--- src/rtl/mrx_pkg.sv ---
package mrx_pkg;

    localparam int MAX_BITS = 9;
    localparam int IDX_W    = $clog2(MAX_BITS);

    typedef enum logic [1:0] {
        LEN_8    = 2'b00,
        LEN_7    = 2'b01,
        LEN_9    = 2'b10,
        LEN_LOOP = 2'b11
    } len_e;

    typedef enum logic [1:0] {
        PAR_ODD   = 2'b00,
        PAR_EVEN  = 2'b01,
        PAR_MARK  = 2'b10,
        PAR_SPACE = 2'b11
    } par_e;

    typedef enum logic [2:0] {
        ST_IDLE,
        ST_START,
        ST_DATA,
        ST_PAR,
        ST_STOP,
        ST_BREAK
    } rx_st_e;

    // index of the last data bit for a length code
    function automatic logic [IDX_W-1:0] last_idx(input logic [1:0] len);
        case (len_e'(len))
            LEN_7:   last_idx = IDX_W'(6);
            LEN_8:   last_idx = IDX_W'(7);
            default: last_idx = IDX_W'(MAX_BITS - 1);
        endcase
    endfunction

    function automatic logic is_nine(input logic [1:0] len);
        is_nine = len[1];
    endfunction

endpackage

--- src/rtl/mrx_line_sel.sv ---
module mrx_line_sel #(
    parameter int SYNC_STAGES = 2
) (
    input  logic       clk,
    input  logic       rst_n,
    input  logic       rxd,
    input  logic       txd_loop,
    input  logic [1:0] cfg_len,
    output logic       line
);
    import mrx_pkg::*;

    logic raw;
    assign raw = (len_e'(cfg_len) == LEN_LOOP) ? txd_loop : rxd;

    generate
        if (SYNC_STAGES == 0) begin : g_direct
            assign line = raw;
        end else begin : g_sync
            logic [SYNC_STAGES-1:0] sync_q;
            always_ff @(posedge clk or negedge rst_n) begin
                if (!rst_n) begin
                    sync_q <= '1;
                end else begin
                    sync_q[0] <= raw;
                    for (int i = 1; i < SYNC_STAGES; i++) begin
                        sync_q[i] <= sync_q[i-1];
                    end
                end
            end
            assign line = sync_q[SYNC_STAGES-1];
        end
    endgenerate
endmodule

--- src/rtl/mrx_parity.sv ---
module mrx_parity (
    input  logic [mrx_pkg::MAX_BITS-1:0] data,
    input  logic [1:0]                   cfg_len,
    input  logic                         cfg_par_en,
    input  logic [1:0]                   cfg_par_sel,
    input  logic                         par_bit,
    output logic                         par_active,
    output logic                         par_err
);
    import mrx_pkg::*;

    logic ones;
    logic want;

    always_comb begin
        par_active = cfg_par_en && !is_nine(cfg_len);
        ones       = ^data;
        case (par_e'(cfg_par_sel))
            PAR_ODD:   want = ~ones;
            PAR_EVEN:  want = ones;
            PAR_MARK:  want = 1'b1;
            default:   want = 1'b0;
        endcase
        par_err = par_active && (par_bit != want);
    end
endmodule

--- src/rtl/mrx_frame.sv ---
module mrx_frame #(
    parameter int OVS = 16
) (
    input  logic                         clk,
    input  logic                         rst_n,
    input  logic                         tick,
    input  logic                         line,
    input  logic [1:0]                   cfg_len,
    input  logic                         par_active,
    output logic                         done,
    output logic [mrx_pkg::MAX_BITS-1:0] data,
    output logic                         par_bit,
    output logic                         stop_ok
);
    import mrx_pkg::*;

    localparam int CW  = $clog2(OVS);
    localparam int MID = OVS / 2 - 1;

    typedef struct packed {
        rx_st_e               st;
        logic [CW-1:0]        cnt;
        logic [IDX_W-1:0]     idx;
        logic [MAX_BITS-1:0]  shf;
        logic                 par;
        logic                 stop;
        logic                 done;
    } frm_t;

    frm_t fr_q, fr_d;

    always_comb begin
        fr_d      = fr_q;
        fr_d.done = 1'b0;
        case (fr_q.st)
            ST_IDLE: begin
                if (tick && !line) begin
                    fr_d.st  = ST_START;
                    fr_d.cnt = '0;
                end
            end
            ST_START: begin
                if (tick) begin
                    if (fr_q.cnt == CW'(MID)) begin
                        fr_d.cnt = '0;
                        fr_d.idx = '0;
                        fr_d.shf = '0;
                        fr_d.st  = line ? ST_IDLE : ST_DATA;
                    end else begin
                        fr_d.cnt = fr_q.cnt + 1'b1;
                    end
                end
            end
            ST_DATA: begin
                if (tick) begin
                    if (fr_q.cnt == CW'(OVS - 1)) begin
                        fr_d.cnt          = '0;
                        fr_d.shf[fr_q.idx] = line;
                        if (fr_q.idx == last_idx(cfg_len)) begin
                            fr_d.st = par_active ? ST_PAR : ST_STOP;
                        end else begin
                            fr_d.idx = fr_q.idx + 1'b1;
                        end
                    end else begin
                        fr_d.cnt = fr_q.cnt + 1'b1;
                    end
                end
            end
            ST_PAR: begin
                if (tick) begin
                    if (fr_q.cnt == CW'(OVS - 1)) begin
                        fr_d.cnt = '0;
                        fr_d.par = line;
                        fr_d.st  = ST_STOP;
                    end else begin
                        fr_d.cnt = fr_q.cnt + 1'b1;
                    end
                end
            end
            ST_STOP: begin
                if (tick) begin
                    if (fr_q.cnt == CW'(OVS - 1)) begin
                        fr_d.cnt  = '0;
                        fr_d.stop = line;
                        fr_d.done = 1'b1;
                        fr_d.st   = line ? ST_IDLE : ST_BREAK;
                    end else begin
                        fr_d.cnt = fr_q.cnt + 1'b1;
                    end
                end
            end
            ST_BREAK: begin
                if (line) begin
                    fr_d.st = ST_IDLE;
                end
            end
            default: fr_d.st = ST_IDLE;
        endcase
    end

    always_ff @(posedge clk or negedge rst_n) begin
        if (!rst_n) begin
            fr_q <= '{st: ST_IDLE, stop: 1'b1, default: '0};
        end else begin
            fr_q <= fr_d;
        end
    end

    assign done    = fr_q.done;
    assign data    = fr_q.shf;
    assign par_bit = fr_q.par;
    assign stop_ok = fr_q.stop;
endmodule

--- src/rtl/mrx_flags.sv ---
module mrx_flags (
    input  logic                         clk,
    input  logic                         rst_n,
    input  logic                         done,
    input  logic [mrx_pkg::MAX_BITS-1:0] data,
    input  logic                         stop_ok,
    input  logic                         par_err,
    input  logic [1:0]                   cfg_len,
    input  logic                         line,
    input  logic                         attn_wr,
    input  logic                         attn_wdata,
    input  logic                         rd_buf,
    input  logic                         rd_stat,
    output logic [mrx_pkg::MAX_BITS-1:0] rx_data,
    output logic                         buf_full,
    output logic                         err_parity,
    output logic                         err_frame,
    output logic                         err_overrun,
    output logic                         rx_gap,
    output logic                         attn,
    output logic                         rx_bit9
);
    import mrx_pkg::*;

    typedef struct packed {
        logic [MAX_BITS-1:0] buf_data;
        logic                full;
        logic                pe;
        logic                fe;
        logic                doe;
        logic                gap;
        logic                attn;
        logic                bit9;
    } flg_t;

    flg_t fl_q, fl_d;

    logic nine, top_bit, discard, accept;

    always_comb begin
        nine    = is_nine(cfg_len);
        top_bit = data[MAX_BITS-1];
        discard = fl_q.attn && nine && !top_bit;
        accept  = done && !discard;

        fl_d = fl_q;

        if (rd_buf) fl_d.full = 1'b0;
        if (rd_stat) begin
            fl_d.pe  = 1'b0;
            fl_d.fe  = 1'b0;
            fl_d.doe = 1'b0;
        end

        if (accept) begin
            fl_d.buf_data = data;
            fl_d.bit9     = nine && top_bit;
            fl_d.full     = 1'b1;
            if (par_err)           fl_d.pe  = 1'b1;
            if (!stop_ok)          fl_d.fe  = 1'b1;
            if (fl_q.full && !rd_buf) fl_d.doe = 1'b1;
        end

        if (done && !stop_ok) begin
            fl_d.gap = 1'b1;
        end else if (line) begin
            fl_d.gap = 1'b0;
        end

        if (attn_wr) fl_d.attn = attn_wdata;
        if (done && nine && top_bit) fl_d.attn = 1'b0;
    end

    always_ff @(posedge clk or negedge rst_n) begin
        if (!rst_n) begin
            fl_q <= '0;
        end else begin
            fl_q <= fl_d;
        end
    end

    assign rx_data     = fl_q.buf_data;
    assign buf_full    = fl_q.full;
    assign err_parity  = fl_q.pe;
    assign err_frame   = fl_q.fe;
    assign err_overrun = fl_q.doe;
    assign rx_gap      = fl_q.gap;
    assign attn        = fl_q.attn;
    assign rx_bit9     = fl_q.bit9;
endmodule

--- src/rtl/mrx_uart_rx.sv ---
module mrx_uart_rx #(
    parameter int OVS         = 16,
    parameter int SYNC_STAGES = 2
) (
    input  logic       clk,
    input  logic       rst_n,
    input  logic       tick,
    input  logic       rxd,
    input  logic       txd_loop,
    input  logic [1:0] cfg_len,
    input  logic       cfg_par_en,
    input  logic [1:0] cfg_par_sel,
    input  logic       attn_wr,
    input  logic       attn_wdata,
    input  logic       rd_buf,
    input  logic       rd_stat,
    output logic [8:0] rx_data,
    output logic       buf_full,
    output logic       err_any,
    output logic       err_parity,
    output logic       err_frame,
    output logic       err_overrun,
    output logic       rx_gap,
    output logic       attn,
    output logic       rx_bit9
);
    import mrx_pkg::*;

    logic                line_s;
    logic                par_active;
    logic                par_err;
    logic                frm_done;
    logic [MAX_BITS-1:0] frm_data;
    logic                frm_par;
    logic                frm_stop;

    mrx_line_sel #(.SYNC_STAGES(SYNC_STAGES)) u_line (
        .clk      (clk),
        .rst_n    (rst_n),
        .rxd      (rxd),
        .txd_loop (txd_loop),
        .cfg_len  (cfg_len),
        .line     (line_s)
    );

    mrx_frame #(.OVS(OVS)) u_frame (
        .clk        (clk),
        .rst_n      (rst_n),
        .tick       (tick),
        .line       (line_s),
        .cfg_len    (cfg_len),
        .par_active (par_active),
        .done       (frm_done),
        .data       (frm_data),
        .par_bit    (frm_par),
        .stop_ok    (frm_stop)
    );

    mrx_parity u_par (
        .data        (frm_data),
        .cfg_len     (cfg_len),
        .cfg_par_en  (cfg_par_en),
        .cfg_par_sel (cfg_par_sel),
        .par_bit     (frm_par),
        .par_active  (par_active),
        .par_err     (par_err)
    );

    mrx_flags u_flags (
        .clk         (clk),
        .rst_n       (rst_n),
        .done        (frm_done),
        .data        (frm_data),
        .stop_ok     (frm_stop),
        .par_err     (par_err),
        .cfg_len     (cfg_len),
        .line        (line_s),
        .attn_wr     (attn_wr),
        .attn_wdata  (attn_wdata),
        .rd_buf      (rd_buf),
        .rd_stat     (rd_stat),
        .rx_data     (rx_data),
        .buf_full    (buf_full),
        .err_parity  (err_parity),
        .err_frame   (err_frame),
        .err_overrun (err_overrun),
        .rx_gap      (rx_gap),
        .attn        (attn),
        .rx_bit9     (rx_bit9)
    );

    assign err_any = err_parity | err_frame | err_overrun;
endmodule

--- config.mk ---
export PLATFORM = sky130hd
export DESIGN_NAME = mrx_uart_rx
export DESIGN_NICKNAME = d
export VERILOG_FILES = /design/src/rtl/mrx_pkg.sv /design/src/rtl/mrx_line_sel.sv /design/src/rtl/mrx_parity.sv /design/src/rtl/mrx_frame.sv /design/src/rtl/mrx_flags.sv /design/src/rtl/mrx_uart_rx.sv
export SDC_FILE = /design/constraint.sdc
export NUM_CORES = 1
export LEC_CHECK = 0
export BUFFER_PORTS_ARGS = -buffer_cell sky130_fd_sc_hd__buf_2
export CELL_PAD_IN_SITES_DETAIL_PLACEMENT = 0
export CELL_PAD_IN_SITES_GLOBAL_PLACEMENT = 1
export CORE_MARGIN = 5
export CORE_UTILIZATION = 35
export CTS_CLUSTER_DIAMETER = 120
export DETAILED_ROUTE_END_ITERATION = 10
export PLACE_DENSITY = 0.71
export SLEW_MARGIN = 25
export SYNTH_ARGS = -nofsm -noshare
export SYNTH_HDL_FRONTEND = slang
export SYNTH_SLANG_ARGS = --single-unit
--- constraint.sdc ---
create_clock -name clk -period 3.9 [get_ports clk]
set_clock_uncertainty 0.1 [all_clocks]
set_input_delay 0.78 -clock clk [delete_from_list [all_inputs] [get_ports clk]]
set_output_delay 0.78 -clock clk [all_outputs]
set_load 0.02 [all_outputs]
==> impl_metrics.env <==
export IMPL_status="complete, no violations"
export IMPL_areaGrowthSynthToFinish_pct=15.5
export IMPL_start_util_pct=35.8
export IMPL_cts_num_sinks=41
export IMPL_synthMuxAreaShare_pct=11.3
export IMPL_postCtsSetupBuffers=0
export IMPL_yosysSeqAreaShare_pct=45.5
export IMPL_synth_cell_types=46
export IMPL_maxCapViolCount=0
export IMPL_die_y_um=90.4
export IMPL_drc_errors=0
export IMPL_grt_antenna_before_repair=0
export IMPL_cts_hold_buf=0
export IMPL_grt_first_pass_wirelength_um=8030
export IMPL_finalMaxSlewViolations=0
export IMPL_via_count=1700
export IMPL_synth_seq_cells=41
export IMPL_drt_antenna_violating_nets=0
export IMPL_syn_nets=238
export IMPL_setup_worst_path_class="reg2reg"
export IMPL_dr_pass1_iters=4
export IMPL_cts_htree_levels=2
export IMPL_synthArstFlopShare_pct=100
export IMPL_crit_arrival_ns=2.41
export IMPL_grt_max_degree=42
export IMPL_syn_area_sq_um=2260
export IMPL_irDropWorstVdd_mv=0.282
export IMPL_min_period_ns=2.32
export IMPL_setup_violations_final=0
export IMPL_slew_headroom_pct=41.3
export IMPL_drive_gt1_share_pct=25.3
export IMPL_clk_latency_ns=0.30
export IMPL_cts_root_buf="clkbuf_8"
export IMPL_fmax_mhz=431
export IMPL_synthAdderAreaFrac_pct=2.77
export IMPL_layout_commonest_cell="dfrtp_1"
export IMPL_finalSetupTns_ns=0
export IMPL_syn_inst=219
export IMPL_tightestPinTransition_ns=0.869
export IMPL_grt_pass1_vias=1647
export IMPL_ys_flop_type="dfrtp_1"
export IMPL_n_antenna_cell=0
export IMPL_total_leakage_power_nw=1.22
export IMPL_cellPowerDensity_nw_per_um2=508
export IMPL_holdCritPathClass="reg2reg"
export IMPL_gp_congestion=0.739
export IMPL_num_io_pins=31
export IMPL_synth_top_family_by_area="simple AND/OR/NAND/NOR gates"
export IMPL_wl_per_cell_um=14.5
export IMPL_cts_made_buffers=5
export IMPL_grt_total_usage_pct=12.0
export IMPL_synth_compound_area_share_pct=12.7
export IMPL_yosysWarnings=0
export IMPL_preCtsSetupSlack_ns=1.42
export IMPL_synth_xor_area_share_pct=5.25
export IMPL_grt_setup_unrepaired="no"
export IMPL_numPortBuffers=30
export IMPL_worst_slack_ns=1.58
export IMPL_p_total_mw=1.33
export IMPL_grt_ovfl_total=0
export IMPL_synth_edf_count=0
export IMPL_cts_resized=0
export IMPL_drtIter0Drc=68
export IMPL_via_per_inst=5.21
export IMPL_crit_path_start_kind="flop"
export IMPL_final_cell_mix="38 x dfrtp_1, 30 x nand2_1, 29 x buf_2"
export IMPL_hpwl_um=3440
export IMPL_avgSynthCellArea_sq_um=10.3
export IMPL_period_share_pct=59.5
export IMPL_cts_tree="yes"
export IMPL_die_w_um=90.4
export IMPL_worstSetupEndpointType="flop"
export IMPL_worstPathRequired_ns=3.99
export IMPL_wl_um=4730
export IMPL_num_rows=29
export IMPL_clockBufferDepth=2
export IMPL_core_area_sq_um=6310
export IMPL_path_clk_slew_ns=0.09
export IMPL_yosys_area_share_simple_pct=18.5
export IMPL_cp_max_fo=20
export IMPL_hold_violations=0
export IMPL_design_final_nets=267
export IMPL_die_area_sq_um=8170
sequential cells by signal, indices dropped and copies added (netlist names):
register	cells
u_flags.err_overrun	1
u_flags.err_parity	1
u_line.g_sync.sync_q	2
u_flags.attn	1
u_flags.err_frame	1
u_flags.buf_full	1
u_frame.fr_q	11
u_frame.data	9
u_frame.stop_ok	1
u_flags.rx_gap	1
u_flags.rx_data	9
u_frame.done	1
u_frame.par_bit	1
u_flags.rx_bit9	1
area by class of cell:
type,instances,area (sq um)
Clock buffer,5,68.8
Fill cell,654,3700
Sequential cell,41,1030
Multi-Input combinational cell,157,1140
Clock inverter,3,68.8
Timing Repair Buffer,31,160
Tap cell,77,96.3
Inverter,12,45.0
where the power goes:
part	switching (mW)	internal [mW]
registers	0.0907	0.478
clock network	0.165	0.258
logic	0.184	0.152
per-layer routing:
metal	track usage, %	wire [um]	vias to the layer above	part of all wire (%)
li1	-	-	836	-
met1	15.6	2250	819	48
met2	19.2	2190	39	46
met3	2.42	208	6	4.4
met4	5.33	76	0	1.6
met5	0	0	-	0
synthesized netlist by cell type (2+ instances only):
library cell | number | area share (%)
a31oi_1 | 3 | 0.83
a21oi_1 | 2 | 0.44
o211ai_1 | 2 | 0.66
or3_1 | 3 | 0.83
nand3_1 | 6 | 1.3
nand2b_1 | 7 | 1.9
ha_1 | 5 | 2.8
xnor2_1 | 9 | 3.5
o21ai_0 | 12 | 2.7
and4_1 | 2 | 0.77
o311ai_2 | 2 | 1.4
nand3b_1 | 2 | 0.66
dfrtp_1 | 38 | 42
o32ai_1 | 2 | 0.77
nor4_2 | 2 | 1.1
a221oi_1 | 2 | 0.77
nor4_1 | 2 | 0.55
nor2b_1 | 7 | 1.9
mux2_2 | 13 | 6.5
nand2_1 | 30 | 5.0
o22ai_1 | 3 | 0.83
and2_1 | 2 | 0.55
nor2_1 | 10 | 1.7
inv_1 | 12 | 2.0
xor2_1 | 2 | 0.77
clkbuf_1 | 7 | 1.2
dfstp_2 | 3 | 3.5
mux2i_1 | 11 | 4.9
worst paths after layout:
check	startpoint	end	slack (ns)	depth (start not counted)
setup / recovery	u_frame.fr_q[20]	u_frame.fr_q[20]	1.58	4
hold / removal	u_line.g_sync.sync_q[0]	u_line.g_sync.sync_q[1]	0.26	0
hold reg to reg	u_line.g_sync.sync_q[0]	u_line.g_sync.sync_q[1]	0.26	0
max in group asynchronous	rst_n	u_frame.fr_q[14]	2.98	1
min in group asynchronous	rst_n	u_frame.fr_q[17]	0.35	1
setup reg to reg	u_frame.fr_q[20]	u_frame.fr_q[20]	1.58	4
cells by family (layout without fill, tap and decap cells):
kind of cell,count (synthesis),count (layout)
XOR/XNOR,12,12
AND/OR/NAND/NOR,77,77
flip-flops,41,41
AO/OA/AOI/OAI,39,39
multiplexers,24,24
adder cells (fa/ha/maj),5,5
buffers and inverters,21,51
metrics by stage:
stage | cell area [sq um] | cells | hold WS (ns) | utilization, %
after global routing | 2610 | 326 | 0.266 | 41.4
after detailed placement | 2470 | 318 | 0.249 | 39.2
final | 2610 | 326 | 0.260 | 41.4
after global placement | 2470 | 318 | 0.246 | 39.2
after floorplan | 2260 | 219 | 0.245 | -
after CTS | 2610 | 326 | 0.261 | 41.4
worst max-delay path: stages, from the launching register on:
cell      delay, ns
dfrtp_1        0.61
nor2_1         0.48
xnor2_1        0.28
a211oi_2       0.36
mux2_2         0.38
(Power assumes the default switching activity.)
